## config.mk

```make
export PLATFORM = sky130hd
export DESIGN_NAME = cache_ctl_seq
export DESIGN_NICKNAME = d
export VERILOG_FILES = /design/src/rtl/ccs_pkg.sv /design/src/rtl/ccs_regfile.sv /design/src/rtl/ccs_sweeper.sv /design/src/rtl/cache_ctl_seq.sv
export SDC_FILE = /design/constraint.sdc
export NUM_CORES = 1
export LEC_CHECK = 0
export BUFFER_PORTS_ARGS = -buffer_cell sky130_fd_sc_hd__buf_2
export CELL_PAD_IN_SITES_DETAIL_PLACEMENT = 1
export CELL_PAD_IN_SITES_GLOBAL_PLACEMENT = 2
export CORE_MARGIN = 2
export CORE_UTILIZATION = 28
export CTS_BUF_LIST = sky130_fd_sc_hd__clkbuf_16
export DETAILED_ROUTE_END_ITERATION = 10
export GPL_TIMING_DRIVEN = 0
export PLACE_DENSITY = 0.83
export SYNTH_ARGS = -nofsm -noshare
export SYNTH_HDL_FRONTEND = slang
export SYNTH_SLANG_ARGS = --single-unit
```

## constraint.sdc

```tcl
create_clock -name clk -period 1.95 [get_ports clk]
set_input_delay 0.39 -clock clk [delete_from_list [all_inputs] [get_ports clk]]
set_output_delay 0.39 -clock clk [all_outputs]
set_load 0.01 [all_outputs]
```

## src/rtl/ccs_pkg.sv

```systemverilog
package ccs_pkg;

  localparam int unsigned ADDR_W = 12;

  localparam logic [ADDR_W-1:0] OFF_IDENT = 12'h000;
  localparam logic [ADDR_W-1:0] OFF_SIZE  = 12'h004;
  localparam logic [ADDR_W-1:0] OFF_CTRL  = 12'h100;
  localparam logic [ADDR_W-1:0] OFF_TRIG  = 12'h700;

  localparam int unsigned RDY_BIT = 16;

  typedef enum logic [2:0] {
    SEL_IDENT,
    SEL_SIZE,
    SEL_CTRL,
    SEL_TRIG,
    SEL_RSVD
  } reg_sel_e;

  typedef struct packed {
    logic cwf_dis;
    logic wr_alloc;
    logic en;
  } ctrl_t;

  function automatic reg_sel_e decode_addr(input logic [ADDR_W-1:0] a);
    case (a)
      OFF_IDENT: return SEL_IDENT;
      OFF_SIZE:  return SEL_SIZE;
      OFF_CTRL:  return SEL_CTRL;
      OFF_TRIG:  return SEL_TRIG;
      default:   return SEL_RSVD;
    endcase
  endfunction

  function automatic logic [31:0] ident_word(input logic [5:0] rel,
                                             input logic [3:0] part,
                                             input logic [5:0] ident);
    return {16'h0000, ident, part, rel};
  endfunction

  function automatic logic [31:0] size_word(input logic [15:0] cache_sz,
                                            input logic [15:0] mem_sz);
    return {mem_sz, cache_sz};
  endfunction

  function automatic logic [31:0] ctrl_word(input ctrl_t c, input logic rdy);
    logic [31:0] w;
    w = 32'h0;
    w[2:0] = c;
    w[RDY_BIT] = rdy;
    return w;
  endfunction

endpackage

```

## src/rtl/ccs_regfile.sv

```systemverilog
module ccs_regfile
  import ccs_pkg::*;
#(
  parameter logic [5:0]  REL_NUM  = 6'd1,
  parameter logic [3:0]  PART_NUM = 4'd2,
  parameter logic [5:0]  IDENT    = 6'd3,
  parameter logic [15:0] CACHE_SZ = 16'd16,
  parameter logic [15:0] MEM_SZ   = 16'd1024
) (
  input  logic              clk,
  input  logic              rst_n,
  input  logic              req_valid,
  input  logic              req_write,
  input  logic [ADDR_W-1:0] req_addr,
  input  logic [31:0]       req_wdata,
  input  logic              sweep_idle,
  output logic [31:0]       rd_data,
  output ctrl_t             ctrl,
  output logic              trig_wr,
  output logic              ctrl_wr
);

  reg_sel_e    sel;
  logic        rd_en;
  logic        wr_en;
  logic [31:0] rd_mux;
  logic        unused_wdata;
  ctrl_t       ctrl_q;
  logic [31:0] rd_q;

  assign sel          = decode_addr(req_addr);
  assign rd_en        = req_valid & ~req_write;
  assign wr_en        = req_valid & req_write;
  assign trig_wr      = wr_en && (sel == SEL_TRIG);
  assign ctrl_wr      = wr_en && (sel == SEL_CTRL);
  assign unused_wdata = ^req_wdata[31:3];

  always_comb begin
    case (sel)
      SEL_IDENT: rd_mux = ident_word(REL_NUM, PART_NUM, IDENT);
      SEL_SIZE:  rd_mux = size_word(CACHE_SZ, MEM_SZ);
      SEL_CTRL:  rd_mux = ctrl_word(ctrl_q, sweep_idle);
      default:   rd_mux = 32'h0;
    endcase
  end

  always_ff @(posedge clk or negedge rst_n) begin
    if (!rst_n) begin
      ctrl_q <= '0;
    end else if (ctrl_wr) begin
      ctrl_q <= ctrl_t'(req_wdata[2:0]);
    end
  end

  always_ff @(posedge clk or negedge rst_n) begin
    if (!rst_n) begin
      rd_q <= 32'h0;
    end else if (rd_en) begin
      rd_q <= rd_mux;
    end
  end

  assign rd_data = rd_q;
  assign ctrl    = ctrl_q;

  // trigger address reads back zero
  a_r5_trig_reads_zero: assert property (@(posedge clk) disable iff (!rst_n)
    rd_en && (sel == SEL_TRIG) |=> rd_data == 32'h0);

  // reserved space reads back zero
  a_r11_rsvd_reads_zero: assert property (@(posedge clk) disable iff (!rst_n)
    rd_en && (sel == SEL_RSVD) |=> rd_data == 32'h0);

  // control bits move only on a control write
  a_r3_ctrl_hold: assert property (@(posedge clk) disable iff (!rst_n)
    !ctrl_wr |=> $stable(ctrl_q));

  // read data holds between reads
  a_r12_rd_hold: assert property (@(posedge clk) disable iff (!rst_n)
    !rd_en |=> $stable(rd_data));

endmodule

```

## src/rtl/ccs_sweeper.sv

```systemverilog
module ccs_sweeper #(
  parameter int unsigned LINES = 64,
  localparam int unsigned IDX_W = $clog2(LINES)
) (
  input  logic             clk,
  input  logic             rst_n,
  input  logic             restart,
  input  logic             fill_en,
  input  logic [IDX_W-1:0] fill_idx,
  input  logic [IDX_W-1:0] probe_idx,
  output logic             active,
  output logic [IDX_W-1:0] idx,
  output logic             probe_valid
);

  // LINES is expected to be a power of two of at least 2.
  localparam logic [IDX_W-1:0] LAST_IDX = IDX_W'(LINES - 1);

  logic             active_q;
  logic [IDX_W-1:0] idx_q;
  logic [LINES-1:0] valid_q;
  logic             at_last;

  assign at_last = (idx_q == LAST_IDX);

  always_ff @(posedge clk or negedge rst_n) begin
    if (!rst_n) begin
      active_q <= 1'b1;
      idx_q    <= '0;
    end else if (restart) begin
      active_q <= 1'b1;
      idx_q    <= '0;
    end else if (active_q) begin
      if (at_last) begin
        active_q <= 1'b0;
      end else begin
        idx_q <= idx_q + 1'b1;
      end
    end
  end

  always_ff @(posedge clk) begin
    if (fill_en) begin
      valid_q[fill_idx] <= 1'b1;
    end
    if (active_q) begin
      valid_q[idx_q] <= 1'b0;
    end
  end

  assign active      = active_q;
  assign idx         = idx_q;
  assign probe_valid = valid_q[probe_idx];

  // index advances by one per clock inside a sweep
  a_r6_idx_step: assert property (@(posedge clk) disable iff (!rst_n)
    active_q && !restart && !at_last |=> active_q && (idx_q == $past(idx_q) + 1'b1));

  // sweep ends after the last line
  a_r6_done: assert property (@(posedge clk) disable iff (!rst_n)
    active_q && at_last && !restart |=> !active_q);

  // the line shown is cleared
  a_r6_line_cleared: assert property (@(posedge clk) disable iff (!rst_n)
    active_q |=> !valid_q[$past(idx_q)]);

  // a trigger restarts at line 0
  a_r7_restart: assert property (@(posedge clk) disable iff (!rst_n)
    restart |=> active_q && (idx_q == '0));

  // a fill not hit by a clear leaves the line valid
  a_r13_fill_sets: assert property (@(posedge clk) disable iff (!rst_n)
    fill_en && !(active_q && (fill_idx == idx_q)) |=> valid_q[$past(fill_idx)]);

endmodule

```

## src/rtl/cache_ctl_seq.sv

```systemverilog
module cache_ctl_seq
  import ccs_pkg::*;
#(
  parameter int unsigned LINES    = 64,
  parameter logic [5:0]  REL_NUM  = 6'd1,
  parameter logic [3:0]  PART_NUM = 4'd2,
  parameter logic [5:0]  IDENT    = 6'd3,
  parameter logic [15:0] CACHE_SZ = 16'd16,
  parameter logic [15:0] MEM_SZ   = 16'd1024,
  localparam int unsigned IDX_W   = $clog2(LINES)
) (
  input  logic             clk,
  input  logic             rst_n,
  input  logic             req_valid,
  input  logic             req_write,
  input  logic [11:0]      req_addr,
  input  logic [31:0]      req_wdata,
  output logic [31:0]      rd_data,
  input  logic             fill_en,
  input  logic [IDX_W-1:0] fill_idx,
  input  logic [IDX_W-1:0] probe_idx,
  output logic             probe_valid,
  output logic             clr_valid,
  output logic [IDX_W-1:0] clr_idx,
  output logic             bypass,
  output logic             cache_en,
  output logic             wr_alloc,
  output logic             cwf_dis,
  output logic             cache_ready
);

  ctrl_t            ctrl;
  logic             trig_wr;
  logic             ctrl_wr;
  logic             sweep_active;
  logic [IDX_W-1:0] sweep_idx;

  ccs_regfile #(
    .REL_NUM (REL_NUM),
    .PART_NUM(PART_NUM),
    .IDENT   (IDENT),
    .CACHE_SZ(CACHE_SZ),
    .MEM_SZ  (MEM_SZ)
  ) u_regs (
    .clk       (clk),
    .rst_n     (rst_n),
    .req_valid (req_valid),
    .req_write (req_write),
    .req_addr  (req_addr),
    .req_wdata (req_wdata),
    .sweep_idle(!sweep_active),
    .rd_data   (rd_data),
    .ctrl      (ctrl),
    .trig_wr   (trig_wr),
    .ctrl_wr   (ctrl_wr)
  );

  ccs_sweeper #(
    .LINES(LINES)
  ) u_sweep (
    .clk        (clk),
    .rst_n      (rst_n),
    .restart    (trig_wr),
    .fill_en    (fill_en),
    .fill_idx   (fill_idx),
    .probe_idx  (probe_idx),
    .active     (sweep_active),
    .idx        (sweep_idx),
    .probe_valid(probe_valid)
  );

  assign clr_valid   = sweep_active;
  assign clr_idx     = sweep_idx;
  assign cache_en    = ctrl.en;
  assign wr_alloc    = ctrl.wr_alloc;
  assign cwf_dis     = ctrl.cwf_dis;
  assign cache_ready = !sweep_active;
  assign bypass      = !ctrl.en || sweep_active;

  // cache is used only when enabled and idle
  a_r8_no_bypass_needs_idle: assert property (@(posedge clk) disable iff (!rst_n)
    !bypass |-> cache_en && cache_ready);

  // a trigger leaves the control outputs unchanged
  a_r9_trig_keeps_ctrl: assert property (@(posedge clk) disable iff (!rst_n)
    trig_wr |=> $stable(cache_en) && $stable(wr_alloc) && $stable(cwf_dis));

  // ready low exactly while lines are being cleared
  a_r4_ready_vs_clear: assert property (@(posedge clk) disable iff (!rst_n)
    cache_ready |-> !clr_valid);

endmodule

```

==> impl_metrics.csv, run 1 <==
group,metric,value,unit
global_routing,grt_use_total,17.3,%
power,p_leak,2.01,nW
status,status,"finished, violations left",
power,vdd_drop_max,0.384,mV
route,drtIter0Drc,115,
layout,diodes,0,
status,violations,"setup timing",
cts,cts_made_buffers,9,
global_routing,grt_pass1_wl,18900,µm
layout,layout_common_cells,"125 x a21oi_1, 61 x dfxtp_1, 44 x buf_2",
floorplan,die_w,119,µm
global_routing,grt-ovfl-total,0,
global_routing,antenna_found_initial,0,
critical_path,reg2regPathDepth,4,
cts,worst_skew_pair.late_latency,0.34,ns
cts,clkSinkCount,80,
route,firstDrtPassIters,4,
synth,ys_seq_area_share,45.1,%
timing,slew_viol_final,0,
worst_hold_path,worstHoldStart,"req_wdata[1]",
timing,rsz0062_at_grt,"yes",
placement,place_area,4270,µm²
timing,relSlewSlack,8.14,%
route,antenna_left,0,
critical_path,end_kind,"output port",
route,wire_per_inst,17.9,µm
synth,synth_top_cell_by_area,"dfxtp_1",
critical_path,reg2reg_slack,0.14,ns
layout,drive_gt1_share,26.3,%
floorplan,die_h,119,µm
worst_hold_path,hold_class,"in -> reg",
timing,setup_viol,1,
global_routing,grt_max_degree,17,
critical_path,reg2reg_to,"u_sweep.valid_q[52]$_DFF_P_",
cts,clk_path_buf_depth,2,
critical_path,reg2reg_from,"u_sweep.idx[1]$_DFFE_PN0P_",
synth,synth_warnings,0,
synth,synth_top_area_share,34.3,%
critical_path,cp_max_fo,7,
timing,post-route-period-util,117,%
layout,fin_area,4700,µm²
synth,syn_inst,397,
timing,finalCriticalPeriod,2.29,ns
synth,ys_ff_latch,80,
route,drt-vias-per-instance,5.02,
cts,cts_tree,"done",
layout,final_nets,543,
power,power_density,905,nW/µm²
flow_run,cap_violations,0,
critical_path,cp.arrival,1.90,ns
layout,layout_commonest_cell,"a21oi_1",
route,route.vias.total,3322,
timing,hold_slack,0.285,ns
cts,clkTransAtPathRegs,0.06,ns
route,finalWirelength,11900,µm
cts,cts_max_level,3,
timing,setup_ws,-0.337,ns
synth,syn_area,3730,µm²
synth,syn-mean-instance-area,9.40,µm²
timing,hold_violations,0,
route,route.detailed.drc,0,
critical_path,endpoint,"probe_valid",
critical_path,setup.worst_path.start,"probe_idx[0]",
floorplan,fp-row-count,42,
floorplan,start_util,28.4,%
placement,port_buffers,45,
floorplan,core_area,13100,µm²
floorplan,die-area,14300,µm²
floorplan,ios,106,
global_routing,grt_pass1_vias,3460,
placement,place_hpwl,8300,µm
critical_path,worst-setup-path-type,"in -> out",
critical_path,critPathLaunchType,"input pin",
layout,syn_to_final_growth,25.8,%
timing,worstMarginPinSlew,1.37,ns
critical_path,critPathRequiredTime,1.56,ns
cts,clockRootBuffer,"clkbuf_16",
placement,gp_congestion,0.797,
synth,ys_types,34,
timing,max_freq,437,MHz
timing,fin_skew,0.00598,ns
synth,synth.area.top_cells,"dfxtp_1 34%, a21oi_1 17%, dfrtp_1 10%",
[critical path, stage by stage]
cell	delay [ns]
buf_12	0.12
buf_12	0.13
mux4_2	0.49
mux2i_1	0.22
mux2i_1	0.14
mux2i_1	0.17
a21oi_1	0.08
buf_2	0.14
[stage by stage]
stage | util, % | std cells | TNS [ns] | setup slack, ns | total power (W)
after floorplan | - | 419 | -0.0179 | -0.0179 | 0.00254
after global placement | 32.5 | 640 | -5.84 | -0.723 | 0.00269
after detailed placement | 32.5 | 640 | -7.71 | -0.714 | 0.00274
after CTS | 35.5 | 662 | -0.320 | -0.320 | 0.00427
after global routing | 35.7 | 662 | -0.377 | -0.377 | 0.00445
final | 35.7 | 662 | -0.337 | -0.337 | 0.00425
[routing by layer]
metal | global-route usage, % | wire length, µm | vias to the layer above
li1 | - | - | 1564
met1 | 21.5 | 5130 | 1645
met2 | 29.3 | 5880 | 98
met3 | 4.89 | 697 | 15
met4 | 5.29 | 167 | 0
met5 | 0 | 0 | -
[synth_stat cells]
master,instances
o22ai_1,1
mux2i_1,13
nand3b_1,1
ha_1,1
a21oi_1,125
nand2_1,18
dfrtp_1,15
nor3_4,1
xnor2_1,2
nor2b_1,5
nor2_1,29
inv_1,6
nor3_1,7
a31oi_1,4
dfxtp_1,64
or3_4,1
nor3b_1,6
nand4_1,3
mux2_2,3
nand2b_1,7
dfstp_2,1
clkbuf_1,13
mux4_2,16
a211oi_1,1
nor4_1,6
o21ai_0,5
o211ai_1,1
nand3_1,2
buf_1,3
conb_1,1
buf_4,27
and3b_1,3
a32o_1,4
buf_2,2
[registers in the layout, indices dropped and copies added, names as in the netlist]
| signal | cells |
|---|---|
| u_sweep.active | 1 |
| u_regs.ctrl | 3 |
| u_regs.rd_data | 6 |
| u_sweep.idx | 6 |
| u_sweep.valid_q | 64 |
[where the power goes]
part	internal (W)	switching, W	leakage, nW
Combinational	0.000362	0.000339	1.15
Sequential	0.00191	0.000141	0.726
Clock	0.000838	0.000656	0.135
[cell families after synthesis]
kind of cell,Yosys count,synth area share (%)
adders and majority gates,1,0.335
muxes,32,14.0
buffers and inverters,51,7.91
and+or+nand+nor,89,12.3
xor gates and xnor gates,2,0.469
AOI/OAI and AO/OA,141,19.7
other,1,0.100
DFF,80,45.1
[final cells by class]
class                      count  area [µm²]
clock buffer                   9         225
sequential                    80        1690
fill                        1552        8440
tap                          176         220
timing repair buffer          51         299
buffer                        45         319
inverter                       6        22.5
multi-input combinational    288        1890
clock inverter                 7        30.0
[how the worst min path moves through the flow]
stage	end	slack, ns	cells after the start
3_5_place_dp	u_regs.rd_data[11]$_DFFE_PN0P_	0.34	1
2_1_floorplan	u_regs.ctrl[0]$_DFFE_PN0P_	0.09	0
6_report	u_regs.ctrl[1]$_DFFE_PN0P_	0.28	2
5_1_grt	u_regs.ctrl[1]$_DFFE_PN0P_	0.28	2
4_1_cts	u_regs.ctrl[1]$_DFFE_PN0P_	0.27	2
3_3_place_gp	u_regs.rd_data[11]$_DFFE_PN0P_	0.32	1
[what timing repair did]
item / CTS / global route
hold endpoints to repair: 15 / 0
gates resized for setup: 17 / 11
cloned: 1 / 0
pin swaps: 1 / 1
hold buffers: 1 / 0
setup buffers: 4 / 0
endpoints found under the setup margin: 18 / 34
(Power assumes the default switching activity.)
==> run 2, diff against run 1 <==
--- a/config.mk
+++ b/config.mk
@@ -5,15 +5,16 @@
 export SDC_FILE = /design/constraint.sdc
 export NUM_CORES = 1
 export LEC_CHECK = 0
+export ABC_AREA = 1
 export BUFFER_PORTS_ARGS = -buffer_cell sky130_fd_sc_hd__buf_2
 export CELL_PAD_IN_SITES_DETAIL_PLACEMENT = 1
 export CELL_PAD_IN_SITES_GLOBAL_PLACEMENT = 2
 export CORE_MARGIN = 2
-export CORE_UTILIZATION = 28
+export CORE_UTILIZATION = 27
 export CTS_BUF_LIST = sky130_fd_sc_hd__clkbuf_16
 export DETAILED_ROUTE_END_ITERATION = 10
 export GPL_TIMING_DRIVEN = 0
-export PLACE_DENSITY = 0.83
+export PLACE_DENSITY = 0.82
 export SYNTH_ARGS = -nofsm -noshare
 export SYNTH_HDL_FRONTEND = slang
 export SYNTH_SLANG_ARGS = --single-unit
==> run 2 against run 1 <==
Effect of this change:
- the run now ends clean
- combinational power rose to 4.0 times the previous value
- cell area is 18% higher
- flip-flop and latch count unchanged
- synthesized area increased by 13%
- sequential share of layout area shrank 5.6 points
- hold slack better by 0.0073 ns
- critical path type unchanged
- largest cell class unchanged
==> impl_metrics.csv, run 2 <==
group,metric,value,unit
status,status,"completed",
route,route.detailed.drc,0,
layout,multi_input_area,2370,µm²
floorplan,start_util,27.7,%
power,clkPwrFrac,24.7,%
global_routing,grt_max_degree,17,
power,swShare,39.5,%
power,seq_power_share,36.7,%
timing,slew_viol_final,0,
layout,layout_common_cells,"121 x a21oi_1, 90 x nand2_1, 64 x dfxtp_1",
synth,synth-async-reset-ratio,20.0,%
timing,hold_violations,0,
placement,gp_congestion,0.840,
critical_path,path_buf_inv,5,
cts,clockRootBuffer,"clkbuf_16",
route,wl_met1,6610,µm
cts,worst_skew_pair.late_latency,0.34,ns
power,p_int,0.00438,W
route,route.vias.total,4084,
critical_path,cp_top_family,"buffers and inverters",
timing,worstMarginPinSlew,0.992,ns
critical_path,path_cells,"buf_12, clkinv_8, buf_12, buf_4, nand2_1, nand3_1, nand3_1, nand2_2, nand2_1, nand3_1, nand3_1, nand2_1, buf_2",
critical_path,cp_max_fo,9,
synth,yosys.cell_count.top_type,"a21oi_1",
floorplan,die_w,129,µm
critical_path,critPathMostFrequentCell,"nand3_1",
cts,cts_tree,"done",
placement,port_buffers,47,
cts,clkSinkCount,80,
route,routed-wl-met2,6850,µm
timing,finalCriticalPeriod,1.90,ns
critical_path,slowest_delay,0.15,ns
synth,synth_edf_count,0,
route,highest_layer,"met4",
synth,synthFlopType,"dfxtp_1",
layout,diodes,0,
floorplan,die-area,16700,µm²
cts,clkTransAtPathRegs,0.06,ns
power,combPwrFrac,38.6,%
power,power_density,1300,nW/µm²
critical_path,critPathRequiredTime,1.56,ns
layout,final_util,36.4,%
critical_path,end_kind,"output port",
power,p_switching,0.00285,W
layout,largest_reg_flops,64,
power,p_leak,2.39,nW
route,wire_per_inst,17.2,µm
cts,cts_max_level,3,
synth,ys_seq_area_share,39.8,%
synth,syn_area,4230,µm²
synth,syn-mean-instance-area,7.98,µm²
synth,ys_ff_latch,80,
layout,layout_commonest_cell,"a21oi_1",
layout,largest_register,"u_sweep.valid_q",
layout,regArea,1680,µm²
floorplan,core_area,15300,µm²
synth,syn_inst,530,
critical_path,critPathLaunchType,"input pin",
global_routing,grt-ovfl-total,0,
layout,drive_gt1_share,30.5,%
synth,synth_top_area_share,30.3,%
timing,relSlewSlack,33.3,%
critical_path,worst-setup-path-type,"in -> out",
cts,clk_path_buf_depth,2,
timing,post-route-period-util,97.4,%
flow_run,cap_violations,0,
route,firstDrtPassIters,4,
layout,final_nets,679,
timing,max_freq,526,MHz
synth,synth.area.top_cells,"dfxtp_1 30%, a21oi_1 14%, nand2_1 9.0%",
worst_hold_path,hold_class,"in -> reg",
timing,setup_viol,0,
floorplan,fp-row-count,45,
layout,syn_to_final_growth,31.2,%
global_routing,grt_pass1_wl,22900,µm
timing,rsz0062_at_grt,"yes",
global_routing,grt_use_total,17.8,%
synth,synth_top_cell_by_area,"dfxtp_1",
power,vdd_drop_max,0.509,mV
route,antenna_left,0,
synth,synth_warnings,0,
route,drtIter0Drc,212,
critical_path,crit_slowest_cell,"buf_12",
global_routing,grt_pass1_vias,4280,
timing,fin_skew,0.00965,ns
cts,cts_made_buffers,9,
critical_path,cp.arrival,1.51,ns
placement,place_hpwl,10400,µm
synth,synthTopCellsByCount,"121 x a21oi_1, 101 x nand2_1, 69 x nand3_1, 64 x dfxtp_1, 33 x buf_4",
route,met3_length,703,µm
floorplan,ios,106,
route,finalWirelength,14400,µm
synth,ys_types,32,
route,drt-vias-per-instance,4.90,
timing,setup_tns,0,ns
floorplan,die_h,129,µm
layout,nFillCells,1831,
global_routing,antenna_found_initial,0,
[run 2: through the flow]
stage / instance area [µm²] / hold slack, ns / total power, W / setup WS, ns / std cells
2_1_floorplan: 4310 / 0.0944 / 0.00443 / 0.278 / 552
3_3_place_gp: 4810 / 0.319 / 0.00511 / -0.282 / 810
3_5_place_dp: 4810 / 0.328 / 0.00525 / -0.365 / 810
4_1_cts: 5210 / 0.289 / 0.00708 / 0.00417 / 828
5_1_grt: 5550 / 0.310 / 0.00773 / -0.0584 / 833
6_report: 5550 / 0.292 / 0.00723 / 0.0501 / 833
[run 2: area by class of cell]
type	instances	share of cell area, %
plain buffers	49	8.02
clock inverters	7	1.53
inverters	26	2.21
clock buffers	9	4.06
well taps	211	4.75
flip-flops and latches	80	30.3
repair buffers	54	6.47
multi-input cells	397	42.7
[run 2: worst min-delay path: cells and delay by family]
kind / cells / cell delay, ns
buf+inv: 2 / 0.13
compound gates: 1 / 0.07
[run 2: path summary, 6_finish.rpt]
kind / startpoint / cells after the start / slack [ns] / to
min: req_wdata[1] / 3 / 0.29 / u_regs.ctrl[1]$_DFFE_PN0P_
min in group asynchronous: rst_n / 2 / 0.49 / u_sweep.idx[1]$_DFFE_PN0P_
max in group asynchronous: rst_n / 2 / 1.15 / u_sweep.active$_DFF_PN1_
max reg2reg: u_sweep.idx[1]$_DFFE_PN0P_ / 3 / 0.11 / u_sweep.valid_q[8]$_DFF_P_
max: probe_idx[0] / 13 / 0.05 / probe_valid
min reg2reg: u_regs.rd_data[0]$_DFFE_PN0P_ / 2 / 0.49 / u_regs.rd_data[0]$_DFFE_PN0P_
[run 2: metal layers]
layer | vias to the layer above | global-route usage (%)
met5 | - | 0
met4 | 0 | 6.84
met3 | 18 | 3.06
met2 | 100 | 28.0
met1 | 1997 | 24.3
li1 | 1969 | -
[run 2: timing repair]
action                                 in CTS  in global routing
gates cloned                                0                  3
gates resized for setup                    24                 55
pin swaps                                   1                 15
setup endpoints to repair                   1                  6
hold buffers                                1                  0
endpoints found under the hold margin      15                  0
buffers inserted                            1                  2
[run 2: power groups by stage]
stage                     Sequential (W)  Clock [W]  Combinational [W]
after global placement           0.00264          0            0.00247
after CTS                        0.00264    0.00182            0.00262
after global routing             0.00272    0.00189            0.00312
after detailed placement         0.00267          0            0.00258
after floorplan                  0.00261          0            0.00182
final                            0.00265    0.00179            0.00279
[run 2: kinds of logic (layout without fill, tap and decap cells)]
| family | count (synthesis) | in the layout | share of synthesized area (%) |
|---|---|---|---|
| fa+ha+maj | 1 | 1 | 0.296 |
| flops | 80 | 80 | 39.8 |
| other cells | 1 | 23 | 0.0886 |
| xor+xnor | 3 | 3 | 0.621 |
| buf+inv | 75 | 145 | 10.7 |
| compound gates | 143 | 143 | 17.5 |
| simple gates | 227 | 227 | 31.0 |
==> run 3, diff against run 2 <==
--- a/config.mk
+++ b/config.mk
@@ -14,7 +14,7 @@
 export CTS_BUF_LIST = sky130_fd_sc_hd__clkbuf_16
 export DETAILED_ROUTE_END_ITERATION = 10
 export GPL_TIMING_DRIVEN = 0
-export PLACE_DENSITY = 0.82
+export PLACE_DENSITY_LB_ADDON = 0.12
 export SYNTH_ARGS = -nofsm -noshare
 export SYNTH_HDL_FRONTEND = slang
 export SYNTH_SLANG_ARGS = --single-unit
==> run 3 against run 2 <==
Effect of this change:
- combinational power down 4%
- sequential share of layout area up 1.4 points
- wire length up 4.7%
- final cell count up 0.12%
- core utilization down 1.6 points
- sequential power about the same
- clock skew down 0.0031 ns
- worst setup slack worse by 0.0026 ns
- critical path depth down 2
- flip-flop and latch count unchanged
- non-clock buffer count up 1
- critical path type unchanged
- critical endpoint unchanged
- largest cell class unchanged
- largest power group unchanged
==> impl_metrics.csv, run 3 (synthesis results as in run 2) <==
group,metric,value,unit
status,status,"completed",
layout,largest_register,"u_sweep.valid_q",
critical_path,end_kind,"output port",
critical_path,path_buf_inv,4,
placement,place_area,4810,µm²
floorplan,ios,106,
floorplan,die_h,129,µm
route,antenna_left,0,
layout,diodes,0,
cts,clockRootBuffer,"clkbuf_16",
global_routing,grt_pass1_wl,23000,µm
power,clkPwrFrac,22.4,%
timing,finalCriticalPeriod,1.90,ns
worst_hold_path,whs_path_depth,3,
critical_path,cp.arrival,1.51,ns
route,drtIter0Drc,202,
power,p_leak,2.29,nW
power,power_density,1300,nW/µm²
timing,post-route-period-util,97.6,%
route,finalWirelength,15000,µm
placement,gp_congestion,0.755,
critical_path,worst-setup-path-type,"in -> out",
floorplan,die_w,129,µm
route,wire_per_inst,18.0,µm
worst_hold_path,hold_class,"in -> reg",
critical_path,cp.depth,11,
layout,final_util,34.8,%
timing,relSlewSlack,44.5,%
global_routing,antenna_found_initial,0,
critical_path,critPathRequiredTime,1.56,ns
route,route.vias.total,4066,
floorplan,fp-row-count,45,
floorplan,die-area,16700,µm²
critical_path,crit_slowest_cell,"buf_4",
power,finalPower,0.00690,W
cts,clk_path_buf_depth,2,
layout,fin_area,5310,µm²
cts,clkSinkCount,80,
layout,layout_common_cells,"121 x a21oi_1, 100 x nand2_1, 65 x nand3_1",
power,seq_power_share,38.6,%
global_routing,grt_pass1_vias,3957,
critical_path,reg2regPathDepth,4,
flow_run,cap_violations,0,
layout,final_nets,680,
floorplan,start_util,27.7,%
critical_path,cp_top_family,"simple AND/OR/NAND/NOR gates",
layout,syn_to_final_growth,25.5,%
layout,layout_commonest_cell,"a21oi_1",
layout,largest_reg_flops,64,
cts,cts_made_buffers,9,
floorplan,core_area,15300,µm²
power,combPwrFrac,39.0,%
route,firstDrtPassIters,4,
global_routing,grt-ovfl-total,0,
cts,worst_skew_pair.late_latency,0.34,ns
timing,rsz0062_at_grt,"yes",
route,route.detailed.drc,0,
cts,clkTransAtPathRegs,0.06,ns
global_routing,grt_max_degree,17,
power,p_switching,0.00283,W
timing,hold_violations,0,
critical_path,cp_max_fo,8,
power,vdd_drop_max,0.780,mV
timing,worstMarginPinSlew,0.830,ns
timing,slew_viol_final,0,
critical_path,path_cells,"buf_6, clkinvlp_4, buf_4, nand3_1, nand3_1, nand2_1, nand2_1, nand3_1, nand3_1, nand2_1, buf_2",
placement,port_buffers,47,
cts,cts_max_level,3,
timing,setup_viol,0,
global_routing,grt_use_total,18.5,%
critical_path,critPathLaunchType,"input pin",
cts,cts_tree,"done",
power,swShare,41.0,%
power,p_int,0.00407,W
critical_path,critPathMostFrequentCell,"nand3_1",
layout,drive_gt1_share,25.7,%
timing,fin_skew,0.00658,ns
timing,max_freq,526,MHz
placement,place_hpwl,10600,µm
critical_path,slowest_delay,0.16,ns
route,drt-vias-per-instance,4.88,
-- run 3: metal layers --
metal	wire length [µm]	GRT usage [%]	up-vias
met5	0	0	-
met2	7210	31.4	79
met3	564	3.06	12
li1	-	-	1976
met4	170	5.24	0
met1	7080	24.2	1999
-- run 3: worst paths after layout --
path                       slack, ns                     startpoint                            end
hold reg to reg                 0.49  u_regs.rd_data[0]$_DFFE_PN0P_  u_regs.rd_data[0]$_DFFE_PN0P_
setup / recovery                0.05                   probe_idx[1]                    probe_valid
hold / removal                  0.30                   req_wdata[2]     u_regs.ctrl[2]$_DFFE_PN0P_
setup reg to reg                0.11       u_sweep.active$_DFF_PN1_    u_sweep.valid_q[50]$_DFF_P_
min in group asynchronous       0.48                          rst_n     u_regs.ctrl[2]$_DFFE_PN0P_
max in group asynchronous       1.17                          rst_n       u_sweep.active$_DFF_PN1_
-- run 3: through the flow --
step	cells	setup TNS, ns	setup slack (ns)	hold WS, ns
5_1_grt	834	-0.0379	-0.0379	0.323
6_report	834	0	0.0474	0.301
2_1_floorplan	552	0	0.278	0.0944
3_3_place_gp	810	-0.457	-0.396	0.327
3_5_place_dp	810	-0.698	-0.468	0.323
4_1_cts	831	-0.0654	-0.0654	0.294
-- run 3: repair_timing --
item,4_1_cts,5_1_grt
setup buffers,4,1
hold buffers,1,0
gates cloned,0,2
pin swaps,0,1
hold endpoints to repair,15,0
gates resized for setup,15,25
setup endpoints to repair,14,7
-- run 3: final cells by class --
class,instances,area (µm²)
clock inverters,7,40.0
multi-input cells,397,2220
flip-flops and latches,80,1680
inverters,26,123
repair buffers,55,333
well taps,211,264
plain buffers,49,424
fillers,1867,9950
clock buffers,9,225
-- run 3: power groups by stage --
| stage | registers [W] | logic, W | clock network [W] |
|---|---|---|---|
| floorplan | 0.00261 | 0.00182 | 0 |
| detailed placement | 0.00268 | 0.00261 | 0 |
| CTS | 0.00266 | 0.00267 | 0.00158 |
| global placement | 0.00266 | 0.00256 | 0 |
| finish | 0.00267 | 0.00269 | 0.00155 |
| global route | 0.00274 | 0.00300 | 0.00164 |
-- run 3: worst min-delay path: stages --
cell	delay, ns
buf_2	0.09
inv_1	0.04
o21ai_0	0.07
